## config.mk

```make
export PLATFORM = sky130hd
export DESIGN_NAME = deadband_gen
export DESIGN_NICKNAME = d
export VERILOG_FILES = /design/src/rtl/deadband_pkg.sv /design/src/rtl/deadband_ctrl.sv /design/src/rtl/deadband_datapath.sv /design/src/rtl/deadband_gen.sv
export SDC_FILE = /design/constraint.sdc
export NUM_CORES = 1
export LEC_CHECK = 0
export BUFFER_PORTS_ARGS = -buffer_cell sky130_fd_sc_hd__buf_2
export CAP_MARGIN = 20
export CORE_ASPECT_RATIO = 1.5
export CORE_MARGIN = 5
export CORE_UTILIZATION = 55
export CTS_BUF_LIST = sky130_fd_sc_hd__clkbuf_4
export CTS_CLUSTER_DIAMETER = 50
export DETAILED_ROUTE_END_ITERATION = 10
export GPL_TIMING_DRIVEN = 0
export PLACE_DENSITY = 0.86
export SETUP_SLACK_MARGIN = 0.2
export SLEW_MARGIN = 5
export SYNTH_ARGS = -nofsm -noshare
export SYNTH_HDL_FRONTEND = slang
export SYNTH_SLANG_ARGS = --single-unit
```

## constraint.sdc

```tcl
create_clock -name clk -period 4.2 [get_ports clk]
set_clock_uncertainty 0.2 [all_clocks]
set_input_delay 0 -clock clk [delete_from_list [all_inputs] [get_ports clk]]
set_output_delay 0 -clock clk [all_outputs]
set_load 0.005 [all_outputs]
```

## src/rtl/deadband_pkg.sv

```systemverilog
package deadband_pkg;

  // Per-channel strobes from the control unit to the datapath.
  typedef struct packed {
    logic rise;   // status went 0 -> 1 this cycle
    logic fall;   // status went 1 -> 0 this cycle
    logic clr;    // abort the running count
    logic tick;   // prescaled count enable
  } chanStrobe_t;

endpackage

```

## src/rtl/deadband_ctrl.sv

```systemverilog
module deadband_ctrl
  import deadband_pkg::*;
#(
  parameter int NUM_CH = 2,
  parameter int DIV_W  = 2
) (
  input  logic              clk,
  input  logic              rstN,
  input  logic [NUM_CH-1:0] stIn,
  input  logic [NUM_CH-1:0] cntClr,
  input  logic [DIV_W-1:0]  clkDiv,
  output chanStrobe_t       chStb [NUM_CH]
);

  localparam int PRE_W = (1 << DIV_W) - 1;

  logic [PRE_W-1:0]  divCnt;
  logic [PRE_W-1:0]  divMask;
  logic              tick;
  logic [NUM_CH-1:0] stPrev;

  // Free-running prescale counter; a tick fires when the low code bits are all ones.
  always_ff @(posedge clk) begin
    if (!rstN) divCnt <= '0;
    else       divCnt <= divCnt + PRE_W'(1);
  end

  always_comb begin
    for (int i = 0; i < PRE_W; i++) begin
      divMask[i] = (32'(i) < 32'(clkDiv));
    end
    tick = &(divCnt | ~divMask);
  end

  always_ff @(posedge clk) begin
    if (!rstN) stPrev <= '0;
    else       stPrev <= stIn;
  end

  for (genvar c = 0; c < NUM_CH; c++) begin : g_stb
    assign chStb[c].rise = stIn[c] & ~stPrev[c];
    assign chStb[c].fall = ~stIn[c] & stPrev[c];
    assign chStb[c].clr  = cntClr[c];
    assign chStb[c].tick = tick;
  end

  // After a tick with a nonzero code, the low bits wrap, so no tick can follow directly.
  assert_tick_spacing_R8: assert property (@(posedge clk) disable iff (!rstN)
    (tick && clkDiv != '0) |=> (!tick || clkDiv == '0));

endmodule

```

## src/rtl/deadband_datapath.sv

```systemverilog
module deadband_datapath
  import deadband_pkg::*;
#(
  parameter int NUM_CH = 2,
  parameter int DT_W   = 7
) (
  input  logic                           clk,
  input  logic                           rstN,
  input  logic [NUM_CH-1:0]              stIn,
  input  chanStrobe_t                    chStb [NUM_CH],
  input  logic [NUM_CH-1:0]              chanEn,
  input  logic [NUM_CH-1:0]              dirEn,
  input  logic [NUM_CH-1:0]              invEn,
  input  logic [NUM_CH-1:0][DT_W-1:0]    riseVal,
  input  logic [NUM_CH-1:0][DT_W-1:0]    fallVal,
  input  logic [2*NUM_CH-1:0]            outSel,
  input  logic [2*NUM_CH-1:0]            passiveLvl,
  output logic [2*NUM_CH-1:0]            pinOut,
  output logic [NUM_CH-1:0]              cntBusy
);

  for (genvar c = 0; c < NUM_CH; c++) begin : g_ch
    logic [DT_W-1:0] cnt;
    logic            busy;
    logic            dirQ;
    logic            invQ;
    logic            riseDelay;
    logic            fallDelay;
    logic            actA;
    logic            actB;

    assign riseDelay = chanEn[c] && dirEn[c] && (riseVal[c] != '0);
    assign fallDelay = chanEn[c] && invEn[c] && (fallVal[c] != '0);

    // Priority: clear, then a new edge, then count expiry, else follow the status.
    always_ff @(posedge clk) begin
      if (!rstN) begin
        cnt  <= '0;
        busy <= 1'b0;
        dirQ <= 1'b0;
        invQ <= 1'b0;
      end else if (chStb[c].clr) begin
        cnt  <= '0;
        busy <= 1'b0;
        dirQ <= stIn[c];
        invQ <= ~stIn[c];
      end else if (chStb[c].rise) begin
        invQ <= 1'b0;
        if (riseDelay) begin
          dirQ <= 1'b0;
          busy <= 1'b1;
          cnt  <= riseVal[c];
        end else begin
          dirQ <= 1'b1;
          busy <= 1'b0;
          cnt  <= '0;
        end
      end else if (chStb[c].fall) begin
        dirQ <= 1'b0;
        if (fallDelay) begin
          invQ <= 1'b0;
          busy <= 1'b1;
          cnt  <= fallVal[c];
        end else begin
          invQ <= 1'b1;
          busy <= 1'b0;
          cnt  <= '0;
        end
      end else if (busy) begin
        if (chStb[c].tick) begin
          if (cnt == DT_W'(1)) begin
            cnt  <= '0;
            busy <= 1'b0;
            dirQ <= stIn[c];
            invQ <= ~stIn[c];
          end else begin
            cnt <= cnt - DT_W'(1);
          end
        end
      end else begin
        dirQ <= stIn[c];
        invQ <= ~stIn[c];
      end
    end

    assign actA = outSel[2*c]   ? invQ : dirQ;
    assign actB = outSel[2*c+1] ? dirQ : invQ;
    assign pinOut[2*c]   = actA ^ passiveLvl[2*c];
    assign pinOut[2*c+1] = actB ^ passiveLvl[2*c+1];
    assign cntBusy[c]    = busy;

    assert_no_overlap_R4: assert property (@(posedge clk) disable iff (!rstN)
      !(dirQ && invQ));

    assert_busy_count_R9: assert property (@(posedge clk) disable iff (!rstN)
      busy |-> (cnt != '0));

    assert_clear_idle_R10: assert property (@(posedge clk) disable iff (!rstN)
      chStb[c].clr |=> !busy);

    assert_rise_inv_passive_R2: assert property (@(posedge clk) disable iff (!rstN)
      (chStb[c].rise && !chStb[c].clr) |=> !invQ);

    assert_fall_dir_passive_R3: assert property (@(posedge clk) disable iff (!rstN)
      (chStb[c].fall && !chStb[c].clr) |=> !dirQ);

    assert_zero_rise_R5: assert property (@(posedge clk) disable iff (!rstN)
      (chStb[c].rise && !chStb[c].clr && riseVal[c] == '0) |=> (dirQ && !busy));
  end

endmodule

```

## src/rtl/deadband_gen.sv

```systemverilog
module deadband_gen
  import deadband_pkg::*;
#(
  parameter int NUM_CH = 2,
  parameter int DT_W   = 7,
  parameter int DIV_W  = 2
) (
  input  logic                        clk,
  input  logic                        rstN,
  input  logic [NUM_CH-1:0]           stIn,
  input  logic [NUM_CH-1:0]           chanEn,
  input  logic [NUM_CH-1:0]           dirEn,
  input  logic [NUM_CH-1:0]           invEn,
  input  logic [NUM_CH-1:0][DT_W-1:0] riseVal,
  input  logic [NUM_CH-1:0][DT_W-1:0] fallVal,
  input  logic [DIV_W-1:0]            clkDiv,
  input  logic [NUM_CH-1:0]           cntClr,
  input  logic [2*NUM_CH-1:0]         outSel,
  input  logic [2*NUM_CH-1:0]         passiveLvl,
  output logic [2*NUM_CH-1:0]         pinOut,
  output logic [NUM_CH-1:0]           cntBusy
);

  chanStrobe_t chStb [NUM_CH];

  deadband_ctrl #(.NUM_CH(NUM_CH), .DIV_W(DIV_W)) u_ctrl (
    .clk    (clk),
    .rstN   (rstN),
    .stIn   (stIn),
    .cntClr (cntClr),
    .clkDiv (clkDiv),
    .chStb  (chStb)
  );

  deadband_datapath #(.NUM_CH(NUM_CH), .DT_W(DT_W)) u_dp (
    .clk        (clk),
    .rstN       (rstN),
    .stIn       (stIn),
    .chStb      (chStb),
    .chanEn     (chanEn),
    .dirEn      (dirEn),
    .invEn      (invEn),
    .riseVal    (riseVal),
    .fallVal    (fallVal),
    .outSel     (outSel),
    .passiveLvl (passiveLvl),
    .pinOut     (pinOut),
    .cntBusy    (cntBusy)
  );

endmodule

```

==> metrics.txt <==
# TYPE chip_impl_metric gauge
chip_impl_info{name="outcome",value="completed"} 1
chip_impl_metric{name="power_density",unit="mW/mm^2"} 231.9
chip_impl_metric{name="die_h",unit="um"} 82.23
chip_impl_metric{name="timing.slew.headroom",unit="%"} 55.40
chip_impl_metric{name="cts_sink_count",unit=""} 25
chip_impl_metric{name="number_of_antenna_violations_at_the_first_check_in_global_routing",unit=""} 0
chip_impl_metric{name="worst-r2r-cell-count",unit=""} 8
chip_impl_metric{name="ys_types",unit=""} 54
chip_impl_metric{name="average_wire_length_per_cell_after_detail_routing",unit="um"} 15.36
chip_impl_metric{name="sequential_area_share_after_synthesis",unit="%"} 26.16
chip_impl_metric{name="worst-r2r-setup-slack",unit="ps"} 1200
chip_impl_info{name="worst_r2r_endpoint",value="u_dp.g_ch[0].cnt[3]"} 1
chip_impl_metric{name="period_needed",unit="ps"} 3002
chip_impl_metric{name="worst_ep_required_time",unit="ps"} 4220
chip_impl_metric{name="initialDrtViolationCount",unit=""} 102
chip_impl_metric{name="synthToLayoutAreaGrowth",unit="%"} 40.03
chip_impl_metric{name="post_synthesis_instance_area",unit="mm^2"} 0.001913
chip_impl_metric{name="die_w",unit="um"} 58.16
chip_impl_metric{name="cts-htree-levels",unit=""} 1
chip_impl_metric{name="synth_cells",unit=""} 253
chip_impl_metric{name="timing.critical_path.fanout_max",unit=""} 8
chip_impl_metric{name="drt_pass1_iterations",unit=""} 4
chip_impl_metric{name="clkTransAtPathRegs",unit="ps"} 150
chip_impl_info{name="synth_top_flop_cell",value="sky130_fd_sc_hd__dfxtp_1"} 1
chip_impl_metric{name="layout.area.seq",unit="um^2"} 500.5
chip_impl_metric{name="pin_count",unit=""} 56
chip_impl_metric{name="max_freq",unit="MHz"} 333.2
chip_impl_metric{name="finalHoldViolations",unit=""} 0
chip_impl_info{name="worst_hold_path_type",value="in2reg"} 1
chip_impl_metric{name="worst_ep_arrival_time",unit="ps"} 3030
chip_impl_metric{name="grt_start_max_net_pins",unit=""} 15
chip_impl_metric{name="report.power.total",unit="mW"} 0.6211
chip_impl_metric{name="power_leakage",unit="nW"} 1.138
chip_impl_info{name="rsz0062_at_grt",value="no"} 1
chip_impl_metric{name="synth-edff-count",unit=""} 0
chip_impl_metric{name="grt_first_pass_wirelength",unit="mm"} 10.12
chip_impl_metric{name="cts_resized",unit=""} 0
chip_impl_metric{name="remaining_drc_errors",unit=""} 0
chip_impl_metric{name="grt_overflow",unit=""} 0
chip_impl_metric{name="post_drt_via_cell_ratio",unit=""} 5.797
chip_impl_metric{name="placementRows",unit=""} 26
chip_impl_metric{name="max-clock-path-buffers",unit=""} 2
chip_impl_info{name="clock_tree_from_tritoncts",value="built"} 1
chip_impl_metric{name="vdd_ir_drop_max",unit="mV"} 0.2157
chip_impl_metric{name="async_flop_share",unit="%"} 0
chip_impl_info{name="clockRootBuffer",value="sky130_fd_sc_hd__clkbuf_4"} 1
chip_impl_metric{name="routed-via-count",unit=""} 2290
chip_impl_metric{name="synth.avg_cell_area",unit="um^2"} 7.562
chip_impl_info{name="crit-reg2reg-launch",value="u_dp.g_ch[0].cnt[0]"} 1
chip_impl_info{name="worst_setup_path_start_kind",value="flip-flop"} 1
chip_impl_metric{name="portBuffers",unit=""} 55
chip_impl_metric{name="die-area",unit="mm^2"} 0.004782
chip_impl_metric{name="timing.final.setup_violations",unit=""} 0
chip_impl_metric{name="dp_hpwl",unit="mm"} 4.065
chip_impl_metric{name="core",unit="mm^2"} 0.003383
chip_impl_metric{name="start_util",unit="%"} 56.55
chip_impl_metric{name="finish.net_count",unit=""} 413
chip_impl_info{name="crit_path_end_kind",value="flip-flop"} 1
chip_impl_metric{name="finalCritPeriodShare",unit="%"} 71.47
chip_impl_metric{name="number_of_global_route_vias_before_repair",unit=""} 2356
chip_impl_metric{name="timing_max_transition_violations_final",unit=""} 0
chip_impl_info{name="critPathKind",value="reg2reg"} 1
chip_impl_metric{name="wire_length_reported_by_the_detailed_router",unit="mm"} 6.066
chip_impl_info{name="capturing_element_of_the_worst_setup_path",value="u_dp.g_ch[0].cnt[3]"} 1
chip_impl_metric{name="cts-buffers-inserted",unit=""} 3
chip_impl_metric{name="ant_nets",unit=""} 0
chip_impl_metric{name="clk-insertion-delay-late",unit="ps"} 320
chip_impl_metric{name="max_slew.worst_pin.slew",unit="ps"} 666.0
chip_impl_metric{name="multiInputGateArea",unit="mm^2"} 0.001300
chip_impl_metric{name="global_route.usage.total",unit="%"} 26.58
chip_impl_metric{name="fill_cells",unit=""} 262
chip_impl_metric{name="antennaDiodeCount",unit=""} 0
chip_impl_metric{name="synth_warnings",unit=""} 0
chip_impl_metric{name="gpl_congestion",unit=""} 0.9163
chip_impl_metric{name="max_cap_violations",unit=""} 0
chip_impl_info{name="startpoint",value="u_dp.g_ch[0].cnt[0]"} 1
chip_impl_metric{name="synth_fp_nets",unit=""} 312
chip_impl_metric{name="fraction_of_final_layout_cells_sized_beyond_drive_strength_1",unit="%"} 19.26
chip_impl_metric{name="postSynthRegisterBits",unit=""} 25
chip_impl_metric{name="setup_total_negative_slack",unit="ps"} 0
cells in the final DEF (no fill, tap or decap), drive strengths merged, types with 5 or more instances in the layout:
cell         synthesis  layout
a211oi               5       5
a21oi               23      23
a32o                 5       5
buf                  4      59
clkbuf               9      12
dfxtp               25      25
dlygate4sd3          0      41
ha                   9       9
inv                 13      13
mux2i                5       5
nand2               34      34
nand2b               6       6
nor2                20      20
nor3                10      10
o21ai               11      11
xnor2                8       8
cells in the mapped netlist (all sizes together) (4+ instances only):
master   n  area share, %
a211oi   5            2.0
a21oi   23            6.6
a22oi    4            1.6
a32o     5            2.6
buf      4            1.6
clkbuf   9            1.8
dfxtp   25             26
ha       9            5.9
inv     13            2.6
mux2i    5            2.6
nand2   34            6.7
nand2b   6            2.0
nand3    4            1.0
nand3b   4            1.6
nor2    20            3.9
nor3    10            2.6
nor4     4            1.3
o21ai   11            2.9
o31ai    4            2.1
or4      4            1.8
xnor2    8            3.7
worst max-delay path, cell delays in order, from the launching register on:
cell                            delay [ps]
sky130_fd_sc_hd__dfxtp_1               480
sky130_fd_sc_hd__ha_1                  200
sky130_fd_sc_hd__nor4b_1               350
sky130_fd_sc_hd__and2_1                180
sky130_fd_sc_hd__clkbuf_1              290
sky130_fd_sc_hd__nor3_1                100
sky130_fd_sc_hd__a211o_1               280
sky130_fd_sc_hd__a32o_1                260
sky130_fd_sc_hd__dlygate4sd3_1         560
metrics by stage:
| stage | instances | hold slack [ps] | util (%) | area (um^2) | worst slack (ps) |
|---|---|---|---|---|---|
| CTS | 395 | 18.81 | 79.18 | 2679 | 1210 |
| global placement | 350 | 55.44 | 66.24 | 2241 | 1827 |
| floorplan | 253 | -140.0 | - | 1913 | 2117 |
| global route | 395 | 57.87 | 79.18 | 2679 | 1074 |
| finish | 395 | 37.33 | 79.18 | 2679 | 1198 |
| detailed placement | 350 | 57.84 | 66.24 | 2241 | 1790 |
kinds of logic (layout without fill, tap and decap cells):
group,Yosys count,count (layout),synth area share [%]
buffers and inverters,26,126,5.886
multiplexers,5,5,2.616
adder cells (fa/ha/maj),9,9,5.886
XOR/XNOR,9,9,4.121
flip-flops,25,25,26.16
AO/OA/AOI/OAI,78,78,28.65
AND/OR/NAND/NOR,101,101,26.68
sequential cells by signal (all words and copies together) (netlist names):
signal / count
u_ctrl.divCnt: 3
u_dp.g_ch.invQ: 2
u_dp.g_ch.cnt: 14
u_dp.g_ch.busy: 2
u_dp.g_ch.dirQ: 2
u_ctrl.stPrev: 2
power breakdown:
group / switching [mW] / internal (mW) / leakage, nW
sequential: 0.0157 / 0.252 / 0.205
combinational: 0.118 / 0.128 / 0.916
clock: 0.0721 / 0.0356 / 0.0177
total: 0.206 / 0.415 / 1.14
routing by layer:
layer | wire, um | GRT usage (%) | vias to the layer above
met1 | 2250 | 25.90 | 1063
li1 | - | - | 1129
met4 | 143 | 12.06 | 0
met2 | 3396 | 54.64 | 82
met5 | 0 | 0 | -
met3 | 275 | 2.333 | 16
repair_timing:
item,4_1_cts,5_1_grt
setup endpoints to repair,0,0
hold buffers,41,0
hold endpoints to repair,25,0
setup buffers,0,0
layout make-up:
cell class	count	area share, %
multi-input cells	202	48.53
clock inverters	1	0.1868
plain buffers	13	2.382
flip-flops and latches	25	18.68
well taps	42	1.962
repair buffers	96	25.60
inverters	13	1.822
clock buffers	3	0.8407
how the worst min path moves through the flow:
| stage | startpoint | slack [ps] | depth (start not counted) | to |
|---|---|---|---|---|
| final | fallVal[5] | 40 | 5 | u_dp.g_ch[0].cnt[5] |
| after global routing | fallVal[5] | 60 | 5 | u_dp.g_ch[0].cnt[5] |
| after global placement | passiveLvl[0] | 60 | 3 | pinOut[0] |
| after detailed placement | passiveLvl[0] | 60 | 3 | pinOut[0] |
| after CTS | fallVal[5] | 20 | 5 | u_dp.g_ch[0].cnt[5] |
| after floorplan | passiveLvl[0] | -140 | 1 | pinOut[0] |
(Power assumes the default switching activity.)
